**src/rtl/mapper_pkg.sv**
```systemverilog
package mapper_pkg;
  localparam int unsigned NUM_WIN     = 4;
  localparam int unsigned DATA_W      = 8;
  localparam int unsigned IO_AW       = 8;
  localparam int unsigned WIN_AW      = 14;
  localparam int unsigned PHYS_PAGE_W = 6;
  localparam int unsigned WIN_IDX_W   = $clog2(NUM_WIN);
  localparam int unsigned CPU_AW      = WIN_AW + WIN_IDX_W;
  localparam int unsigned PHYS_AW     = PHYS_PAGE_W + WIN_AW;
  localparam int unsigned CNT_W       = PHYS_PAGE_W + 1;
  localparam logic [IO_AW-1:0] PORT_BASE = 8'hFC;
endpackage

```
**src/rtl/mapper_port_decode.sv**
```systemverilog
module mapper_port_decode #(
  parameter int unsigned IO_AW = 8,
  parameter int unsigned NUM_WIN = 4,
  parameter logic [IO_AW-1:0] BASE = 8'hFC,
  localparam int unsigned IDX_W = $clog2(NUM_WIN)
) (
  input  logic [IO_AW-1:0] io_addr_i,
  output logic             hit_o,
  output logic [IDX_W-1:0] idx_o
);
  assign hit_o = (io_addr_i[IO_AW-1:IDX_W] == BASE[IO_AW-1:IDX_W]);
  assign idx_o = io_addr_i[IDX_W-1:0];
endmodule

```
**src/rtl/mapper_page_regs.sv**
```systemverilog
module mapper_page_regs #(
  parameter int unsigned NUM_WIN = 4,
  parameter int unsigned DATA_W = 8,
  localparam int unsigned IDX_W = $clog2(NUM_WIN)
) (
  input  logic                           clk_i,
  input  logic                           rst_ni,
  input  logic                           wr_en_i,
  input  logic [IDX_W-1:0]               wr_idx_i,
  input  logic [DATA_W-1:0]              wr_data_i,
  output logic [NUM_WIN-1:0][DATA_W-1:0] page_q_o
);
  for (genvar k = 0; k < NUM_WIN; k++) begin : g_reg
    // descending reset pattern: first port holds the highest page
    localparam logic [DATA_W-1:0] RST_VAL = DATA_W'(NUM_WIN - 1 - k);
    always_ff @(posedge clk_i or negedge rst_ni) begin
      if (!rst_ni) begin
        page_q_o[k] <= RST_VAL;
      end else if (wr_en_i && (wr_idx_i == IDX_W'(k))) begin
        page_q_o[k] <= wr_data_i;
      end
    end
  end
endmodule

```
**src/rtl/mapper_addr_xlate.sv**
```systemverilog
module mapper_addr_xlate #(
  parameter int unsigned NUM_WIN = 4,
  parameter int unsigned WIN_AW = 14,
  parameter int unsigned PHYS_PAGE_W = 6,
  parameter int unsigned DATA_W = 8,
  localparam int unsigned IDX_W = $clog2(NUM_WIN),
  localparam int unsigned CPU_AW = WIN_AW + IDX_W,
  localparam int unsigned PHYS_AW = PHYS_PAGE_W + WIN_AW,
  localparam int unsigned CNT_W = PHYS_PAGE_W + 1
) (
  input  logic [NUM_WIN-1:0][PHYS_PAGE_W-1:0] page_lo_i,
  input  logic [CNT_W-1:0]                    cfg_pages_i,
  input  logic [CPU_AW-1:0]                   mem_addr_i,
  input  logic                                mem_wr_i,
  input  logic [DATA_W-1:0]                   ram_rdata_i,
  output logic [PHYS_AW-1:0]                  phys_addr_o,
  output logic                                ram_valid_o,
  output logic                                ram_we_o,
  output logic [DATA_W-1:0]                   mem_rdata_o
);
  logic [IDX_W-1:0]       win;
  logic [PHYS_PAGE_W-1:0] cur_page;

  assign win         = mem_addr_i[CPU_AW-1 -: IDX_W];
  assign cur_page    = page_lo_i[win];
  assign phys_addr_o = {cur_page, mem_addr_i[WIN_AW-1:0]};
  assign ram_valid_o = ({1'b0, cur_page} < cfg_pages_i);
  assign ram_we_o    = mem_wr_i & ram_valid_o;
  assign mem_rdata_o = ram_valid_o ? ram_rdata_i : {DATA_W{1'b1}};
endmodule

```
**src/rtl/mapper_page_unit.sv**
```systemverilog
module mapper_page_unit
  import mapper_pkg::*;
(
  input  logic                   clk_i,
  input  logic                   rst_ni,
  input  logic [CNT_W-1:0]       cfg_pages_i,
  input  logic                   cfg_rd_en_i,
  input  logic [IO_AW-1:0]       io_addr_i,
  input  logic                   io_wr_i,
  input  logic                   io_rd_i,
  input  logic [DATA_W-1:0]      io_wdata_i,
  output logic [DATA_W-1:0]      io_rdata_o,
  output logic                   io_oe_o,
  input  logic [CPU_AW-1:0]      mem_addr_i,
  input  logic                   mem_wr_i,
  input  logic [DATA_W-1:0]      ram_rdata_i,
  output logic [PHYS_AW-1:0]     phys_addr_o,
  output logic                   ram_valid_o,
  output logic                   ram_we_o,
  output logic [DATA_W-1:0]      mem_rdata_o
);
  logic                                io_hit;
  logic [WIN_IDX_W-1:0]                io_idx;
  logic [NUM_WIN-1:0][DATA_W-1:0]      page_q;
  logic [NUM_WIN-1:0][PHYS_PAGE_W-1:0] page_lo;

  mapper_port_decode #(
    .IO_AW(IO_AW), .NUM_WIN(NUM_WIN), .BASE(PORT_BASE)
  ) u_dec (
    .io_addr_i(io_addr_i),
    .hit_o    (io_hit),
    .idx_o    (io_idx)
  );

  mapper_page_regs #(
    .NUM_WIN(NUM_WIN), .DATA_W(DATA_W)
  ) u_regs (
    .clk_i    (clk_i),
    .rst_ni   (rst_ni),
    .wr_en_i  (io_wr_i & io_hit),
    .wr_idx_i (io_idx),
    .wr_data_i(io_wdata_i),
    .page_q_o (page_q)
  );

  // upper page bits only mirror: strip them before translation
  for (genvar k = 0; k < NUM_WIN; k++) begin : g_mask
    assign page_lo[k] = page_q[k][PHYS_PAGE_W-1:0];
  end

  mapper_addr_xlate #(
    .NUM_WIN(NUM_WIN), .WIN_AW(WIN_AW), .PHYS_PAGE_W(PHYS_PAGE_W), .DATA_W(DATA_W)
  ) u_xlate (
    .page_lo_i  (page_lo),
    .cfg_pages_i(cfg_pages_i),
    .mem_addr_i (mem_addr_i),
    .mem_wr_i   (mem_wr_i),
    .ram_rdata_i(ram_rdata_i),
    .phys_addr_o(phys_addr_o),
    .ram_valid_o(ram_valid_o),
    .ram_we_o   (ram_we_o),
    .mem_rdata_o(mem_rdata_o)
  );

  // full byte or nothing: never force unused bits high
  assign io_oe_o    = io_rd_i & io_hit & cfg_rd_en_i;
  assign io_rdata_o = io_oe_o ? page_q[io_idx] : '0;
endmodule

```
**config.mk**
```make
export PLATFORM = sky130hd
export DESIGN_NAME = mapper_page_unit
export DESIGN_NICKNAME = d
export VERILOG_FILES = /design/src/rtl/mapper_pkg.sv /design/src/rtl/mapper_port_decode.sv /design/src/rtl/mapper_page_regs.sv /design/src/rtl/mapper_addr_xlate.sv /design/src/rtl/mapper_page_unit.sv
export SDC_FILE = /design/constraint.sdc
export NUM_CORES = 1
export LEC_CHECK = 0
export ABC_AREA = 1
export BUFFER_PORTS_ARGS = -buffer_cell sky130_fd_sc_hd__buf_4
export CAP_MARGIN = 20
export CORE_MARGIN = 1.5
export CORE_UTILIZATION = 25
export CTS_CLUSTER_DIAMETER = 150
export DETAILED_ROUTE_END_ITERATION = 8
export GPL_TIMING_DRIVEN = 0
export SYNTH_ARGS = -nofsm -noshare
export SYNTH_HDL_FRONTEND = slang
export SYNTH_SLANG_ARGS = --single-unit
```
**constraint.sdc**
```tcl
create_clock -name clk_i -period 2.4 [get_ports clk_i]
set_input_delay 0.12 -clock clk_i [delete_from_list [all_inputs] [get_ports clk_i]]
set_output_delay 0.12 -clock clk_i [all_outputs]
set_load 0.01 [all_outputs]
```
==> results.sh, run 1 <==
export IMPL_r2r_setup_slack_ns=1.64
export IMPL_synthDominantCellAreaShare_pct=33.6
export IMPL_die_area_sq_um=8900
export IMPL_io_pins=92
export IMPL_clock_sinks=32
export IMPL_slew_headroom_pct=62.1
export IMPL_ys_seq_area_share_pct=38.6
export IMPL_clk_pin_slew_worst_paths_ns=0.06
export IMPL_grt_ovfl_total=0
export IMPL_synth_main_ff_cell="dfrtp_1"
export IMPL_htree_num_levels=2
export IMPL_nNetsFinal=398
export IMPL_yosys_register_bits=32
export IMPL_drtAntennaViolNets=0
export IMPL_yosys_top_cells_area="dfrtp_1 (34%), nand2_1 (14%), o21ai_2 (11%)"
export IMPL_maxCapViolations=0
export IMPL_min_to="u_regs.page_q_o[20]$_DFFE_PN0P_"
export IMPL_synth_distinct_cells=28
export IMPL_yosys_top_cells_count="nand2_1 (78), dfrtp_1 (28), o21ai_2 (26)"
export IMPL_multi_input_area_sq_um=1030
export IMPL_worstPathRequired_ns=2.28
export IMPL_portBuffers=77
export IMPL_skew_ns=0
export IMPL_dr_pass1_iters=4
export IMPL_syn_num_nets=313
export IMPL_utilization_pct=35.8
export IMPL_pre_cts_ws_ns=-0.0963
export IMPL_wire_per_inst_microns=13.5
export IMPL_post_route_drc_count=0
export IMPL_hpwl_mm=4.45
export IMPL_cts_root_buf="clkbuf_8"
export IMPL_clkLatencyLatePin_ns=0.29
export IMPL_clock_path_buffers=2
export IMPL_max_freq_mhz=447
export IMPL_reg_top3="u_regs.page_q_o x32"
export IMPL_rsz0062_at_grt="no"
export IMPL_worst_ep_arrival_time_ns=2.12
export IMPL_fill_cells=843
export IMPL_tritoncts="built"
export IMPL_leakagePower_nw=1.47
export IMPL_synth_area_sq_um=2090
export IMPL_async_reset_ff_share_pct=100
export IMPL_path_class="reg2out"
export IMPL_core_area_sq_um=8130
export IMPL_initial_core_util_pct=25.6
export IMPL_p_per_area_nw_per_um2=450
export IMPL_status="finished clean"
export IMPL_hold_viol_final=0
export IMPL_finalSetupViolations=0
export IMPL_start_kind="flip-flop"
export IMPL_largest_reg_flops=32
export IMPL_vdd_ir_drop_max_mv=0.254
export IMPL_yosysTopAreaCell="dfrtp_1"
export IMPL_grt_max_degree=33
export IMPL_r2r_end="u_regs.page_q_o[9]$_DFFE_PN1P_"
export IMPL_antenna_found_initial=0
export IMPL_layout_min_cycle_time_ns=2.24
export IMPL_finalWirelength_mm=6.04
export IMPL_grt_usage_pct=13.9
export IMPL_die_h_microns=94.3
export IMPL_worstReg2RegStart="u_regs.page_q_o[9]$_DFFE_PN1P_"
export IMPL_crit_fanout=7
export IMPL_grt_pass1_vias=1881
export IMPL_syn_to_final_growth_pct=39.5
export IMPL_worstSetupEndpointType="primary output"
export IMPL_r2r_worst_path_cells=2
export IMPL_die_w_microns=94.3
export IMPL_drive_gt1_share_pct=43.4
export IMPL_diodes=0
export IMPL_yosys_warnings=0
export IMPL_netlist_instances=255
export IMPL_min_from="io_wdata_i[4]"
export IMPL_ff_latch_area_sq_um=806
export IMPL_num_vias=2031
export IMPL_top_register="u_regs.page_q_o"
export IMPL_tightest_slew_ns=0.568
export IMPL_synth_edff_count=0
export IMPL_hold_path_class="in2reg"
export IMPL_rows=33
export IMPL_fin_crit_sh_pct=93.2
export IMPL_grt_pass1_wl_mm=9.29
export IMPL_postSynthAreaPerCell_sq_um=8.18
export IMPL_place_congestion=0.765
export IMPL_drv_slew=0
export IMPL_viasPerCell=4.55
export IMPL_first_iter_violations=80
export IMPL_synth_most_common_cell="nand2_1"
export IMPL_whs_path_depth=3
export IMPL_cts_buffers=5
export IMPL_fin_ws_ns=0.162
==> kinds of logic after synthesis <==
family,count (synthesis),synth area share (%)
AO/OA/AOI/OAI,58,20.8
AND/OR/NAND/NOR,113,25.1
adder cells (fa/ha/maj),5,3.00
buffers and inverters,47,12.4
flip-flops,32,38.6
==> power breakdown <==
part / internal, mW / total, mW / switching [mW]
clock network: 0.234 / 0.435 / 0.201
registers: 0.568 / 0.587 / 0.0189
logic: 0.143 / 0.287 / 0.143
total: 0.945 / 1.31 / 0.363
==> final cells by class <==
class	count	area share, %
flip-flops and latches	32	27.7
well taps	105	4.52
multi-input cells	176	35.4
inverters	27	3.48
clock buffers	8	3.10
plain buffers	19	5.33
repair buffers	79	20.5
==> cells in the final DEF, fill, tap and decap left out, types with 2 or more instances in the layout <==
cell type	instances
buf_6	4
dfstp_2	4
nor2_2	3
o21ai_0	10
clkinv_1	2
o22ai_1	4
inv_1	24
nand2_1	78
nor2_1	12
buf_4	92
ha_1	5
nand3b_1	8
dfrtp_1	28
o21ai_1	6
a41oi_1	8
clkbuf_1	2
nand2_2	2
clkbuf_8	6
nand3_1	2
nand2_4	4
o21ai_2	26
==> worst max path at each step <==
stage	to	slack, ns	start	depth (start not counted)
after detailed placement	ram_we_o	-0.1	mem_addr_i[14]	11
final	mem_rdata_o[1]	0.16	u_regs.page_q_o[12]$_DFFE_PN0P_	8
after global routing	mem_rdata_o[5]	0.003	u_regs.page_q_o[12]$_DFFE_PN0P_	8
after floorplan	ram_we_o	0.49	mem_addr_i[14]	9
after global placement	ram_we_o	0.005	mem_addr_i[14]	11
after CTS	ram_we_o	0.05	u_regs.page_q_o[12]$_DFFE_PN0P_	8
==> metrics by stage <==
stage                     setup TNS (ns)  total power [mW]  instance area, sq um  instances  hold slack, ns
after floorplan                        0             0.738                  2090        255          -0.176
after global placement                 0             0.877                  2800        437          0.0804
after detailed placement          -0.201             0.883                  2800        437          0.0848
after CTS                              0              1.32                  2900        445           0.154
after global routing                   0              1.38                  2910        446           0.159
final                                  0              1.31                  2910        446           0.150
==> critical path, stage by stage (launching register included) <==
cell	delay [ns]
dfrtp_1	0.40
o21ai_0	0.21
o22ai_2	0.13
ha_1	0.30
a21o_1	0.17
a22oi_2	0.19
buf_4	0.18
nand3b_1	0.10
buf_4	0.16
==> routing by layer <==
metal | share of wire (%) | global-route usage [%]
met5 | 0 | 0
met4 | 1.3 | 3.86
met3 | 8.8 | 3.14
met2 | 48 | 24.2
met1 | 42 | 17.3
==> timing repair <==
action,in CTS,in global routing
pin swaps,0,1
hold buffers,1,0
endpoints found under the setup margin,5,4
hold endpoints to repair,28,0
setup buffers,0,1
gates resized for setup,2,1
No activity file was read; power rests on OpenSTA's default activity.
==> run 2: changes to the inputs <==
==> constraint.sdc (replaced) <==
create_clock -name clk_i -period 2.8 [get_ports clk_i]
set_input_delay 0.14 -clock clk_i [delete_from_list [all_inputs] [get_ports clk_i]]
set_output_delay 0.14 -clock clk_i [all_outputs]
set_load 0.01 [all_outputs]
==> run 2 against run 1 <==
- power fell by 15%
- final cell count did not move
- sequential power fell by 14%
- cell area fell by 0.47%
- via count fell by 0.39%
- die area did not move
==> results.sh, run 2 (synthesis gave the netlist of run 1 again) <==
export IMPL_status="finished clean"
export IMPL_place_congestion=0.765
export IMPL_crit_fanout=10
export IMPL_leakagePower_nw=1.46
export IMPL_die_h_microns=94.3
export IMPL_worstSetupEndpointType="primary output"
export IMPL_max_stage_delay_ns=0.39
export IMPL_fin_crit_sh_pct=89.8
export IMPL_largest_reg_flops=32
export IMPL_skew_ns=0
export IMPL_num_vias=2023
export IMPL_portBuffers=77
export IMPL_p_per_area_nw_per_um2=386
export IMPL_cts_resized=0
export IMPL_drive_gt1_share_pct=42.2
export IMPL_start_kind="primary input"
export IMPL_core_area_sq_um=8130
export IMPL_final_cells=446
export IMPL_fin_setup_tns_ns=0
export IMPL_rows=33
export IMPL_slew_headroom_pct=61.3
export IMPL_diodes=0
export IMPL_fill_cells=838
export IMPL_clock_sinks=32
export IMPL_max_freq_mhz=398
export IMPL_die_w_microns=94.3
export IMPL_hold_viol_final=0
export IMPL_clock_path_buffers=2
export IMPL_grt_usage_pct=14.0
export IMPL_post_route_drc_count=0
export IMPL_drv_slew=0
export IMPL_wire_per_inst_microns=13.5
export IMPL_grt_max_degree=33
export IMPL_vdd_ir_drop_max_mv=0.219
export IMPL_reg_top3="u_regs.page_q_o x32"
export IMPL_tritoncts="built"
export IMPL_cts_root_buf="clkbuf_8"
export IMPL_placed_cells=437
export IMPL_path_class="in2out"
export IMPL_path_buf_inv=4
export IMPL_layout_min_cycle_time_ns=2.51
export IMPL_grt_ovfl_total=0
export IMPL_syn_to_final_growth_pct=38.8
export IMPL_initial_core_util_pct=25.6
export IMPL_viasPerCell=4.54
export IMPL_hpwl_mm=4.45
export IMPL_cp_cell_sequence="buf_4, inv_1, clkbuf_1, o21ai_0, o22ai_1, ha_1, a21o_1, a22oi_2, nand2_1, nor2_1, buf_4"
export IMPL_final_common_cell="buf_4"
export IMPL_maxCapViolations=0
export IMPL_top_register="u_regs.page_q_o"
export IMPL_clk_pin_slew_worst_paths_ns=0.06
export IMPL_ff_latch_area_sq_um=806
export IMPL_finalWirelength_mm=6.04
export IMPL_dr_pass1_iters=4
export IMPL_crit_family="compound AO/OA/AOI/OAI gates"
export IMPL_drtAntennaViolNets=0
export IMPL_cts_buffers=5
export IMPL_htree_num_levels=2
export IMPL_nNetsFinal=398
export IMPL_grt_pass1_vias=1886
export IMPL_hold_path_class="in2reg"
export IMPL_multi_input_area_sq_um=1020
export IMPL_crit_path_frequent_cell="buf_4"
export IMPL_antenna_found_initial=0
export IMPL_finalSetupViolations=0
export IMPL_worstPathRequired_ns=2.66
export IMPL_io_pins=92
export IMPL_cp_slowest_cell="clkbuf_1"
export IMPL_grt_pass1_wl_mm=9.30
export IMPL_tightest_slew_ns=0.580
export IMPL_final_cell_mix="buf_4 (91), nand2_1 (78), dfrtp_1 (28)"
export IMPL_die_area_sq_um=8900
export IMPL_worst_ep_arrival_time_ns=2.37
export IMPL_clkLatencyLatePin_ns=0.29
export IMPL_rsz0062_at_grt="no"
export IMPL_first_iter_violations=104
## run 2: cell count changes in the layout (fill, tap and decap cells not counted)
cell,previous run,this run
nor2_2,3,2
nor2_1,12,13
buf_4,92,91
o22ai_2,1,0
clkbuf_1,2,4
clkbuf_2,1,0
o22ai_1,4,5
## run 2: metal layers
layer	track usage (%)	wire length [microns]
met3	3.14	532
met1	17.3	2560
met5	0	0
met2	24.2	2860
met4	3.86	83
## run 2: worst register-to-register path: cells and delay by family, from the launching register on
family | cells | cell delay [ns]
compound gates | 1 | 0.09
simple gates | 1 | 0.05
flops | 1 | 0.56
## run 2: layout make-up
cell class / count / share of cell area (%)
flip-flops and latches: 32 / 27.8
repair buffers: 78 / 20.3
multi-input cells: 176 / 35.3
clock buffers: 8 / 3.11
well taps: 105 / 4.54
inverters: 27 / 3.50
plain buffers: 20 / 5.45
## run 2: what timing repair did
action                     in CTS  in global routing
hold buffers                    1                  0
setup buffers                   0                  0
setup endpoints to repair       0                  0
hold endpoints to repair       28                  0
## run 2: through the flow
step | power [mW] | utilization [%] | cell area (sq um) | hold WS, ns | worst slack, ns
after floorplan | 0.633 | - | 2090 | -0.156 | 0.851
after CTS | 1.13 | 35.6 | 2900 | 0.174 | 0.261
final | 1.12 | 35.6 | 2900 | 0.170 | 0.286
after global routing | 1.18 | 35.6 | 2900 | 0.179 | 0.104
after global placement | 0.751 | 34.4 | 2800 | 0.100 | 0.365
after detailed placement | 0.756 | 34.4 | 2800 | 0.105 | 0.264
## run 2: worst paths after layout
kind,start,endpoint,slack [ns],cells past startpoint
max in group asynchronous,rst_ni,u_regs.page_q_o[9]$_DFFE_PN1P_,2.14,2
hold reg to reg,u_regs.page_q_o[6]$_DFFE_PN0P_,u_regs.page_q_o[6]$_DFFE_PN0P_,0.48,2
hold / removal,io_wdata_i[4],u_regs.page_q_o[20]$_DFFE_PN0P_,0.17,3
setup reg to reg,u_regs.page_q_o[9]$_DFFE_PN1P_,u_regs.page_q_o[9]$_DFFE_PN1P_,2.03,2
setup / recovery,mem_addr_i[14],ram_we_o,0.29,11
min in group asynchronous,rst_ni,u_regs.page_q_o[6]$_DFFE_PN0P_,0.32,2
## run 2: power breakdown
part	internal [mW]	total [mW]	switching [mW]
clock network	0.200	0.371	0.170
registers	0.487	0.503	0.0163
logic	0.121	0.243	0.122
total	0.808	1.12	0.309
